==> src/rtl/shdn_lock_pkg.sv <==
package shdn_lock_pkg;

  // Action pulses driven to neighbouring logic
  typedef struct packed {
    logic int_deassert;
    logic status_clr;
    logic fq_purge;
    logic conv_abort;
    logic lim_restore;
  } act_t;

  localparam act_t ACT_NONE  = '{default: 1'b0};
  localparam act_t ACT_SLEEP = '{int_deassert: 1'b1, status_clr: 1'b1, fq_purge: 1'b1,
                                 conv_abort: 1'b0, lim_restore: 1'b0};
  localparam act_t ACT_WARM  = '{default: 1'b1};

endpackage

==> src/rtl/lock_bank.sv <==
module lock_bank #(
  parameter int LOCK_W = 5,
  parameter int DATA_W = 8
) (
  input  logic              clk,
  input  logic              rst,
  input  logic              clr,
  input  logic              wr,
  input  logic [DATA_W-1:0] wdata,
  output logic [LOCK_W-1:0] lock_nxt,
  output logic [LOCK_W-1:0] lock_q
);

  // Each bit can only be set by a write; only reset clears it
  for (genvar i = 0; i < LOCK_W; i++) begin : g_bit
    logic set_i;
    assign set_i       = wr & wdata[i];
    assign lock_nxt[i] = lock_q[i] | set_i;

    always_ff @(posedge clk) begin
      if (rst || clr) lock_q[i] <= 1'b0;
      else            lock_q[i] <= lock_nxt[i];
    end
  end

endmodule

==> src/rtl/cfg_bank.sv <==
module cfg_bank #(
  parameter int              CFG_W       = 8,
  parameter int              SD_BIT      = 0,
  parameter int              RST_BIT     = 7,
  parameter logic [CFG_W-1:0] CFG_DEFAULT = 8'h0C
) (
  input  logic             clk,
  input  logic             rst,
  input  logic             warm,
  input  logic             wr,
  input  logic [CFG_W-1:0] wdata,
  input  logic             sd_block,
  input  logic             wake,
  output logic [CFG_W-1:0] cfg_q,
  output logic             sd_rise
);

  localparam logic [CFG_W-1:0] CTRL_MASK = (CFG_W'(1) << SD_BIT) | (CFG_W'(1) << RST_BIT);
  localparam logic [CFG_W-1:0] DEF_CLEAN = CFG_DEFAULT & ~CTRL_MASK;

  logic [CFG_W-1:0] cfg_nxt;

  always_comb begin
    cfg_nxt = cfg_q;
    if (wr) begin
      cfg_nxt          = wdata;
      cfg_nxt[RST_BIT] = 1'b0;
      if (sd_block && !cfg_q[SD_BIT]) cfg_nxt[SD_BIT] = 1'b0;
    end
    if (wake) cfg_nxt[SD_BIT] = 1'b0;
  end

  assign sd_rise = cfg_nxt[SD_BIT] & ~cfg_q[SD_BIT] & ~warm;

  always_ff @(posedge clk) begin
    if (rst || warm) cfg_q <= DEF_CLEAN;
    else             cfg_q <= cfg_nxt;
  end

endmodule

==> src/rtl/action_pulse.sv <==
module action_pulse
  import shdn_lock_pkg::*;
(
  input  logic clk,
  input  logic rst,
  input  logic warm,
  input  logic sd_rise,
  output act_t act_q
);

  act_t act_d;

  always_comb begin
    if (warm)         act_d = ACT_WARM;
    else if (sd_rise) act_d = ACT_SLEEP;
    else              act_d = ACT_NONE;
  end

  always_ff @(posedge clk) begin
    if (rst) act_q <= ACT_NONE;
    else     act_q <= act_d;
  end

endmodule

==> src/rtl/shdn_lock_ctrl.sv <==
module shdn_lock_ctrl
  import shdn_lock_pkg::*;
#(
  parameter int               CFG_W       = 8,
  parameter int               LOCK_W      = 5,
  parameter int               SD_BIT      = 0,
  parameter int               RST_BIT     = 7,
  parameter int               SDLK_BIT    = 3,
  parameter int               RSTLK_BIT   = 4,
  parameter logic [CFG_W-1:0] CFG_DEFAULT = 8'h0C
) (
  input  logic             clk,
  input  logic             rst,
  input  logic             cfg_wr,
  input  logic [CFG_W-1:0] cfg_wdata,
  input  logic             lock_wr,
  input  logic [CFG_W-1:0] lock_wdata,
  output logic [CFG_W-1:0] cfg_rdata,
  output logic [CFG_W-1:0] lock_rdata,
  output logic             shutdown,
  output logic             int_deassert,
  output logic             status_clr,
  output logic             fq_purge,
  output logic             conv_abort,
  output logic             lim_restore
);

  logic [LOCK_W-1:0] lock_nxt;
  logic [LOCK_W-1:0] lock_q;
  logic [CFG_W-1:0]  cfg_q;
  logic              warm;
  logic              wake;
  logic              sd_rise;
  act_t              act_q;

  // Lock takes effect before the configuration write of the same cycle
  assign warm = cfg_wr & cfg_wdata[RST_BIT] & ~lock_nxt[RSTLK_BIT];
  assign wake = cfg_q[SD_BIT] & lock_wr & (lock_wdata[SDLK_BIT] | lock_wdata[RSTLK_BIT]);

  lock_bank #(.LOCK_W(LOCK_W), .DATA_W(CFG_W)) lock_i (
    .clk      (clk),
    .rst      (rst),
    .clr      (warm),
    .wr       (lock_wr),
    .wdata    (lock_wdata),
    .lock_nxt (lock_nxt),
    .lock_q   (lock_q)
  );

  cfg_bank #(
    .CFG_W(CFG_W), .SD_BIT(SD_BIT), .RST_BIT(RST_BIT), .CFG_DEFAULT(CFG_DEFAULT)
  ) cfg_i (
    .clk      (clk),
    .rst      (rst),
    .warm     (warm),
    .wr       (cfg_wr),
    .wdata    (cfg_wdata),
    .sd_block (lock_nxt[SDLK_BIT]),
    .wake     (wake),
    .cfg_q    (cfg_q),
    .sd_rise  (sd_rise)
  );

  action_pulse act_i (
    .clk     (clk),
    .rst     (rst),
    .warm    (warm),
    .sd_rise (sd_rise),
    .act_q   (act_q)
  );

  assign cfg_rdata    = cfg_q;
  assign lock_rdata   = CFG_W'(lock_q);
  assign shutdown     = cfg_q[SD_BIT];
  assign int_deassert = act_q.int_deassert;
  assign status_clr   = act_q.status_clr;
  assign fq_purge     = act_q.fq_purge;
  assign conv_abort   = act_q.conv_abort;
  assign lim_restore  = act_q.lim_restore;

endmodule

==> config.mk <==
export PLATFORM = sky130hd
export DESIGN_NAME = shdn_lock_ctrl
export DESIGN_NICKNAME = d
export VERILOG_FILES = /design/src/rtl/shdn_lock_pkg.sv /design/src/rtl/lock_bank.sv /design/src/rtl/cfg_bank.sv /design/src/rtl/action_pulse.sv /design/src/rtl/shdn_lock_ctrl.sv
export SDC_FILE = /design/constraint.sdc
export NUM_CORES = 1
export LEC_CHECK = 0
export CAP_MARGIN = 5
export CELL_PAD_IN_SITES_DETAIL_PLACEMENT = 1
export CELL_PAD_IN_SITES_GLOBAL_PLACEMENT = 1
export CORE_MARGIN = 5
export CORE_UTILIZATION = 36
export DETAILED_ROUTE_END_ITERATION = 8
export DONT_BUFFER_PORTS = 1
export HOLD_SLACK_MARGIN = 0.05
export PLACE_DENSITY = 0.72
export SLEW_MARGIN = 20
export SYNTH_ARGS = -nofsm -noshare
export SYNTH_HDL_FRONTEND = slang
export SYNTH_HIERARCHICAL = 1
export SYNTH_SLANG_ARGS = --single-unit
export TNS_END_PERCENT = 30
==> constraint.sdc <==
create_clock -name clk -period 1.3 [get_ports clk]
set_input_delay 0.065 -clock clk [delete_from_list [all_inputs] [get_ports clk]]
set_output_delay 0.065 -clock clk [all_outputs]
set_load 0.02 [all_outputs]
======== Word level (Yosys, flattened, before mapping) ========
Index checks and enable logic that the tools add are counted.
word-level totals
  memory bits (writable) .................. 0
  bits in registers ....................... 17
  bits in read-only memories .............. 0
  memories ................................ 0
  latch bits .............................. 0
  output and inout bits ................... 22
  input bits .............................. 20
  logic and storage cells ................. 40
cells by class
  shift-type cells ........................ 0
  reduce and logical (&&, ||, !) cells .... 3
  eq/ne operators ......................... 0
  div/mod/pow operators ................... 0
  magnitude comparators ................... 0
  $add $sub $neg .......................... 0
  bitwise gates (word level) .............. 20
  multiplexer cells ....................... 5
  multipliers ............................. 0
operators by type and width
  operator           count
  1-bit bitwise AND  11
  5-bit 2-to-1 mux   2
  1-bit bitwise OR   6
  1-bit 2-to-1 mux   3
  1-bit inverter     3
  1-bit logical AND  1
  1-bit zero test    1
  1-bit logical OR   1

======== Longest topological paths before layout ========
Gate-level depths: netlist of the first run.
  depth after elaboration ................. 10
  gate-level depth with buffers ........... 5
  mapped depth without buffers ............ 5

======== Modules after synthesis ========
The synthesis of the first run kept the hierarchy.
modules (own cells, without submodules)
  module          cells each  seq. area each (sq um)  area each (sq um)  times used
  cfg_bank        30          140.1                   312.8              1
  lock_bank       15          100.1                   185.2              1
  action_pulse    7           40.0                    78.8               1
  shdn_lock_ctrl  7           0.0                     52.6               1

======== Least setup slack after synthesis of the first run ========
OpenSTA, ideal clock, no wires.
  path type ............................... flip-flop to flip-flop
  from .................................... register lock_i.lock_q[4]
  to ...................................... register cfg_i.cfg_q[0]
  clock period less this slack ............ 1,473 ps
  arrival ................................. 1,374 ps
  path buffers ............................ 0
  required time ........................... 1,200 ps
  slack ................................... -173 ps
  stages on the path, launching flop included .. 5
  cells stage by stage .................... dfxtp_1 a21o_2 and3b_1 or2_4 a2111oi_4
between the ends
  cells in the longest elaborated chain, start to end .. 4
RTL lines
  element                          line                  RTL
  start, declared                  lock_bank.sv:11       output logic [LOCK_W-1:0] lock_q
  start signal, assigned by index  lock_bank.sv:22       else lock_q[i] <= lock_nxt[i];
  1-bit bitwise OR                 lock_bank.sv:18       assign lock_nxt[i] = lock_q[i] | set_i;
  net lock_nxt[4]                  shdn_lock_ctrl.sv:28  logic [LOCK_W-1:0] lock_nxt;
  1-bit inverter                   shdn_lock_ctrl.sv:37  assign warm = cfg_wr & cfg_wdata[RST_BIT] & ~lock_nxt[RSTLK_BIT];
  1-bit bitwise AND                shdn_lock_ctrl.sv:37
  net warm                         shdn_lock_ctrl.sv:31  logic warm;
  1-bit logical OR                 cfg_bank.sv:36        if (rst || warm) cfg_q <= DEF_CLEAN;
  end signal, assigned             cfg_bank.sv:37        else cfg_q <= cfg_nxt;
  end, declared                    cfg_bank.sv:14        output logic [CFG_W-1:0] cfg_q,
The timed path passes the listed nets, and every way through them passes these cells.
A chain may end at the register's enable or synchronous reset.

======== Worst setup path after layout of the first run ========
  from .................................... register lock_i.lock_q[4]
  to ...................................... register, netlist name act_i/act_q[4]
between the ends
  cells in the longest elaborated chain, start to end .. 7
RTL lines
  element            line                  RTL
  1-bit bitwise OR   lock_bank.sv:18
  net lock_nxt[4]    shdn_lock_ctrl.sv:28
  1-bit inverter     shdn_lock_ctrl.sv:37
  1-bit bitwise AND  shdn_lock_ctrl.sv:37
  net warm           shdn_lock_ctrl.sv:31
  1-bit inverter     cfg_bank.sv:33        assign sd_rise = cfg_nxt[SD_BIT] & ~cfg_q[SD_BIT] & ~warm;
  1-bit bitwise AND  cfg_bank.sv:33
  net sd_rise        shdn_lock_ctrl.sv:33  logic sd_rise;
  5-bit 2-to-1 mux   action_pulse.sv:15    else if (sd_rise) act_d = ACT_SLEEP;
  5-bit 2-to-1 mux   action_pulse.sv:14    if (warm) act_d = ACT_WARM;
The timed path passes the listed nets, and every way through them passes these cells.

==> qor.yml, run 1 <==
sta:
  fin_ws_ns: 0.0675
  clock.fmax_ghz: 0.811
  worst_clock_skew_ns: 0.0122
  drv_slew: 0
  fin_hold_ws_ns: 0.0436
  setup_viol: 0
  grt_setup_unrepaired: "yes"
  relSlewSlack_pct: 61.9
  hold_viol: 0
  worstMarginPinSlew_ns: 0.571
  fin_crit_sh_pct: 94.8
  period_minus_slack_ns: 1.23
routing:
  num_vias: 434
  drc: 0
  vias_per_cell: 5.05
  post_drt_wl_per_cell_um: 15.1
  first_pass_iters: 4
  drt-initial-drc-count: 3
  drtAntennaViolNets: 0
  finalWirelength_mm: 1.30
grt:
  grt_max_degree: 10
  grt_use_met3_pct: 4.58
  top_usage_layer: "met2"
  antenna_found_initial: 0
  grtUsageMet2_pct: 17.8
  groute.layer.met1.usage_pct: 11.2
  grt_overflow: 0
  grt_pass1_wl_mm: 2.06
  track_usage_pct: 10.6
  grt_pass1_vias: 454
die:
  io_pins: 42
  die_w_um: 51.8
  start_util_pct: 37.3
  fp.coreArea_sq_um: 1690
  die_h_um: 51.8
  rows: 15
  dieArea_sq_um: 2680
synthesis:
  syn-instance-count: 59
  avgSynthCellArea_sq_um: 10.7
  synthesis.area_sq_um: 629
  ys_ff_latch: 14
  yosysSeqAreaShare_pct: 44.5
  synth_cell_types: 20
  synth_warnings: 6
setup_path:
  startpoint_type: "register"
  critical_path_required_ns: 1.46
  arrival_ns: 1.39
  r2r_start: "lock_i/lock_q[4]"
  critPathKind: "reg2reg"
  critPathLaunch: "lock_i/lock_q[4]"
  crit_fanout: 4
  crit_path_end_kind: "register"
clocking:
  cts_tree: "done"
  insertion_delay_ns: 0.27
  clkSinkCount: 14
  post_cts_buffers: 0
  cts.clk_slew.worst_paths_ns: 0.09
  cts_made_buffers: 3
  cts_max_level: 1
  clock-root-buffer: "clkbuf_4"
  cts_buffer_depth: 2
finish:
  ff_latch_area_sq_um: 284
  antenna_cells: 0
  nets: 90
  syn2layout_area_growth_pct: 20.1
  multiInputGateArea_sq_um: 300
  final_cells: 86
  drive_gt1_share_pct: 27.5
  post-route-cell-area_sq_um: 756
  fill_cells: 185
run:
  cap_viol_max_count: 0
placement:
  gp_congestion: 0.639
  dp_slack_ns: 0.0582
  dpl.cell_count: 73
  port-buffer-count: 0
  postPlaceCellArea_sq_um: 626
  dp_hpwl_um: 987
power:
  p_per_area_nw_per_um2: 1190
  irDropWorstVdd_mv: 0.440
  leakage_nw: 0.345
worst_hold_path:
  worstHoldStart: "lock_wr"
  min_path_type: "in2reg"
outcome:
  run_status: "completed"
[registers in the layout, indices dropped and copies added, names as in the netlist]
register       cells
act_i/act_q        2
cfg_i/cfg_q        7
lock_i/lock_q      5
[report_power, final]
group          switching (mW)  internal (mW)
sequential             0.0485          0.455
combinational          0.0680         0.0766
clock                   0.131          0.119
total                   0.248          0.650
[routing by layer]
metal	up-vias	wire length, um
met5	-	0
met1	210	441
met3	2	127
li1	208	-
met4	0	14
met2	14	714
[worst paths after layout]
check                     endpoint  slack, ns  depth (start not counted)
hold / removal    lock_i/lock_q[0]       0.04                          2
setup reg to reg    act_i/act_q[4]       0.07                          5
hold reg to reg     cfg_i/cfg_q[0]       0.57                          2
setup / recovery    act_i/act_q[4]       0.07                          5
[worst max-delay path, cell delays in order (launching register included)]
cell,delay (ns)
dfxtp_4,0.35
a21o_2,0.18
and3b_2,0.26
nand2b_4,0.13
nor4_2,0.03
o21ba_1,0.17
[through the flow]
| step | util (%) | power, mW | TNS, ns |
|---|---|---|---|
| final | 44.7 | 0.898 | 0 |
| after global routing | 44.7 | 0.957 | -0.000719 |
| after CTS | 43.9 | 0.912 | 0 |
| after detailed placement | 37.0 | 0.626 | 0 |
| after global placement | 37.0 | 0.622 | 0 |
| after floorplan | - | 0.625 | 0 |
[final cells by class]
| class | count | area share, % |
|---|---|---|
| multi-input cells | 37 | 39.7 |
| flip-flops and latches | 14 | 37.6 |
| repair buffers | 13 | 15.9 |
| clock buffers | 4 | 3.48 |
| well taps | 17 | 2.81 |
| inverters | 1 | 0.497 |
[timing repair]
item                                    4_1_cts  5_1_grt
hold endpoints to repair                     14        0
hold buffers                                  9        0
endpoints found under the setup margin        0        1
gates resized for setup                       0        2
[cells in the mapped netlist]
master / number / area [sq um]
nor3b_1: 4 / 30.0
a21o_2: 4 / 35.0
dfxtp_1: 14 / 280
buf_4: 9 / 67.6
or2_4: 1 / 8.76
mux2i_1: 6 / 60.1
o21ba_1: 1 / 10.0
o211a_1: 1 / 10.0
nand2b_2: 1 / 8.76
nor3b_2: 1 / 12.5
and3b_1: 1 / 8.76
nand2b_1: 1 / 6.26
inv_1: 1 / 3.75
nor2_1: 5 / 18.8
a21o_1: 1 / 7.51
conb_1: 2 / 7.51
nor2b_1: 2 / 12.5
nor4_1: 1 / 6.26
nand2_1: 2 / 7.51
a2111oi_4: 1 / 27.5
[cells in the final DEF, fill, tap and decap left out]
cell type	count
dfxtp_4	1
buf_4	4
or2_4	1
a21o_2	4
and3b_2	1
nand2b_4	1
nor3b_1	4
dlygate4sd3_1	9
nor3b_2	1
nor2_1	5
o21ba_1	1
a2111oi_4	1
dfxtp_1	13
a21o_1	1
nor2b_1	2
clkbuf_1	1
conb_1	4
nor4_2	1
nand2_1	2
o211a_1	1
nand2b_2	1
clkbuf_4	3
inv_1	1
mux2i_1	6
[cells by family (layout without fill, tap and decap cells)]
group,count (synthesis),after routing,share of synthesized area [%]
flops,14,14,44.5
compound gates,8,8,14.3
buf+inv,10,18,11.3
simple gates,19,19,19.1
other cells,2,4,1.19
mux,6,6,9.54
Note: power is estimated with default switching activity, not from simulation.
==> run 2, diff against run 1 <==
Settings changed: MAX_ROUTING_LAYER from default to met4.
==> run 2 against run 1 <==
- clock power about the same
- routed wire length up 0.31%
- cell area unchanged
- combinational power about the same
- count of clock-buffer cells in the layout unchanged
- highest routed layer unchanged
==> qor.yml, run 2 (synthesis gave the netlist of run 1 again) <==
outcome:
  run_status: "completed"
power:
  p_per_area_nw_per_um2: 1180  # -0.36%
  leakage_nw: 0.345  # unchanged
  irDropWorstVdd_mv: 0.440  # about the same
die:
  rows: 15  # unchanged
  dieArea_sq_um: 2680  # unchanged
  start_util_pct: 37.3  # unchanged
  io_pins: 42  # unchanged
  die_h_um: 51.8  # unchanged
  fp.coreArea_sq_um: 1690  # unchanged
  die_w_um: 51.8  # unchanged
routing:
  drtAntennaViolNets: 0  # unchanged
  num_vias: 430  # -0.92%
  met2_wirelength_um: 710  # -0.56%
  first_pass_iters: 4  # unchanged
  finalWirelength_mm: 1.30  # +0.31%
  drt-initial-drc-count: 2  # -1
  vias_per_cell: 5.00  # -0.92%
  wl_met1_um: 449  # +1.8%
  top_layer_used: "met4"
  drc: 0  # unchanged
  post_drt_wl_per_cell_um: 15.1  # +0.31%
  wl_met3_um: 127  # unchanged
run:
  cap_viol_max_count: 0  # unchanged
placement:
  dp_slack_ns: 0.0582  # unchanged
  port-buffer-count: 0  # unchanged
  dp_hpwl_um: 987  # unchanged
  dpl.cell_count: 73  # unchanged
  gp_congestion: 0.644  # +0.83%
clocking:
  cts.clk_slew.worst_paths_ns: 0.08  # about the same
  cts_tree: "done"
  clkSinkCount: 14  # unchanged
  cts_made_buffers: 3  # unchanged
  clock-root-buffer: "clkbuf_4"
  cts_max_level: 1  # unchanged
  insertion_delay_ns: 0.27  # about the same
  cts_buffer_depth: 2  # unchanged
sta:
  setup_viol: 0  # unchanged
  grt_setup_unrepaired: "yes"
  tns_ns: 0  # unchanged
  hold_viol: 0  # unchanged
  worstMarginPinSlew_ns: 0.571  # unchanged
  worst_clock_skew_ns: 0.00914  # -0.00308 ns
  drv_slew: 0  # unchanged
  fin_crit_sh_pct: 94.5  # -0.31 points
  fin_ws_ns: 0.0715  # +0.00405 ns
  period_minus_slack_ns: 1.23  # -0.00405 ns
  relSlewSlack_pct: 61.9  # unchanged
  clock.fmax_ghz: 0.814  # +0.33%
finish:
  nets: 90  # unchanged
  syn2layout_area_growth_pct: 20.1  # unchanged
  largest-register: "cfg_i/cfg_q"
  final_cell_mix: "dfxtp_1 (13), dlygate4sd3_1 (9), mux2i_1 (6)"
  fill_cells: 185  # unchanged
  utilization_pct: 44.7  # unchanged
  antenna_cells: 0  # unchanged
  final_common_cell: "dfxtp_1"
  drive_gt1_share_pct: 27.5  # unchanged
  largestRegisters: "cfg_i/cfg_q x7, lock_i/lock_q x5, act_i/act_q x2"
  final_cells: 86  # unchanged
  largest_reg_flops: 7  # unchanged
setup_path:
  startpoint_type: "register"
  crit_fanout: 4  # unchanged
  cpPeakStageDelay_ns: 0.35  # about the same
  critPathBufInv: 0  # unchanged
  slowest_stage: "dfxtp_4"
  critical_path_required_ns: 1.46  # about the same
  critPathKind: "reg2reg"
  crit_family: "simple AND/OR/NAND/NOR gates"
  arrival_ns: 1.39  # about the same
  crit_path_end_kind: "register"
  path_cells: "a21o_2 -> and3b_2 -> nand2b_4 -> nor4_2 -> o21ba_1"
grt:
  grt_max_degree: 10  # unchanged
  track_usage_pct: 10.9  # +0.34 points
  grt_pass1_vias: 452  # -0.44%
  antenna_found_initial: 0  # unchanged
  grt_overflow: 0  # unchanged
  grt_pass1_wl_mm: 2.07  # +0.34%
worst_hold_path:
  min_path_type: "in2reg"
run 2: path summary, 6_finish.rpt:
| check | startpoint | end | slack [ns] | cells after the start |
|---|---|---|---|---|
| min reg2reg | cfg_i/cfg_q[0] | cfg_i/cfg_q[0] | 0.57 | 2 |
| min | lock_wr | lock_i/lock_q[0] | 0.05 | 2 |
| max | lock_i/lock_q[4] | act_i/act_q[4] | 0.07 | 5 |
| max reg2reg | lock_i/lock_q[4] | act_i/act_q[4] | 0.07 | 5 |
run 2: area by class of cell:
| cell class | count | area, sq um | area share, % |
|---|---|---|---|
| Sequential cell | 14 | 284 | 37.6 |
| Tap cell | 17 | 21.3 | 2.81 |
| Inverter | 1 | 3.75 | 0.497 |
| Multi-Input combinational cell | 37 | 300 | 39.7 |
| Clock buffer | 4 | 26.3 | 3.48 |
| Timing Repair Buffer | 13 | 120 | 15.9 |
run 2: layer usage:
metal	GRT usage [%]	vias up
met2	17.8	14
li1	-	208
met3	4.58	2
met5	-	-
met4	5.24	0
met1	11.4	206
run 2: per-stage QoR:
step / total power [mW] / hold slack [ns] / cell area (sq um)
floorplan: 0.625 / 0.131 / 642
global placement: 0.622 / 0.132 / 626
detailed placement: 0.626 / 0.137 / 626
CTS: 0.912 / 0.0506 / 742
global route: 0.957 / 0.0574 / 756
finish: 0.894 / 0.0487 / 756
run 2: repair_timing:
item	CTS	global route
hold endpoints to repair	14	0
setup endpoints to repair	0	1
setup buffers	0	0
gates resized for setup	0	2
hold buffers	9	0
run 2: power breakdown:
| group | internal, mW | total [mW] | switching, mW |
|---|---|---|---|
| logic | 0.0766 | 0.145 | 0.0683 |
| registers | 0.455 | 0.503 | 0.0485 |
| clock network | 0.119 | 0.247 | 0.128 |
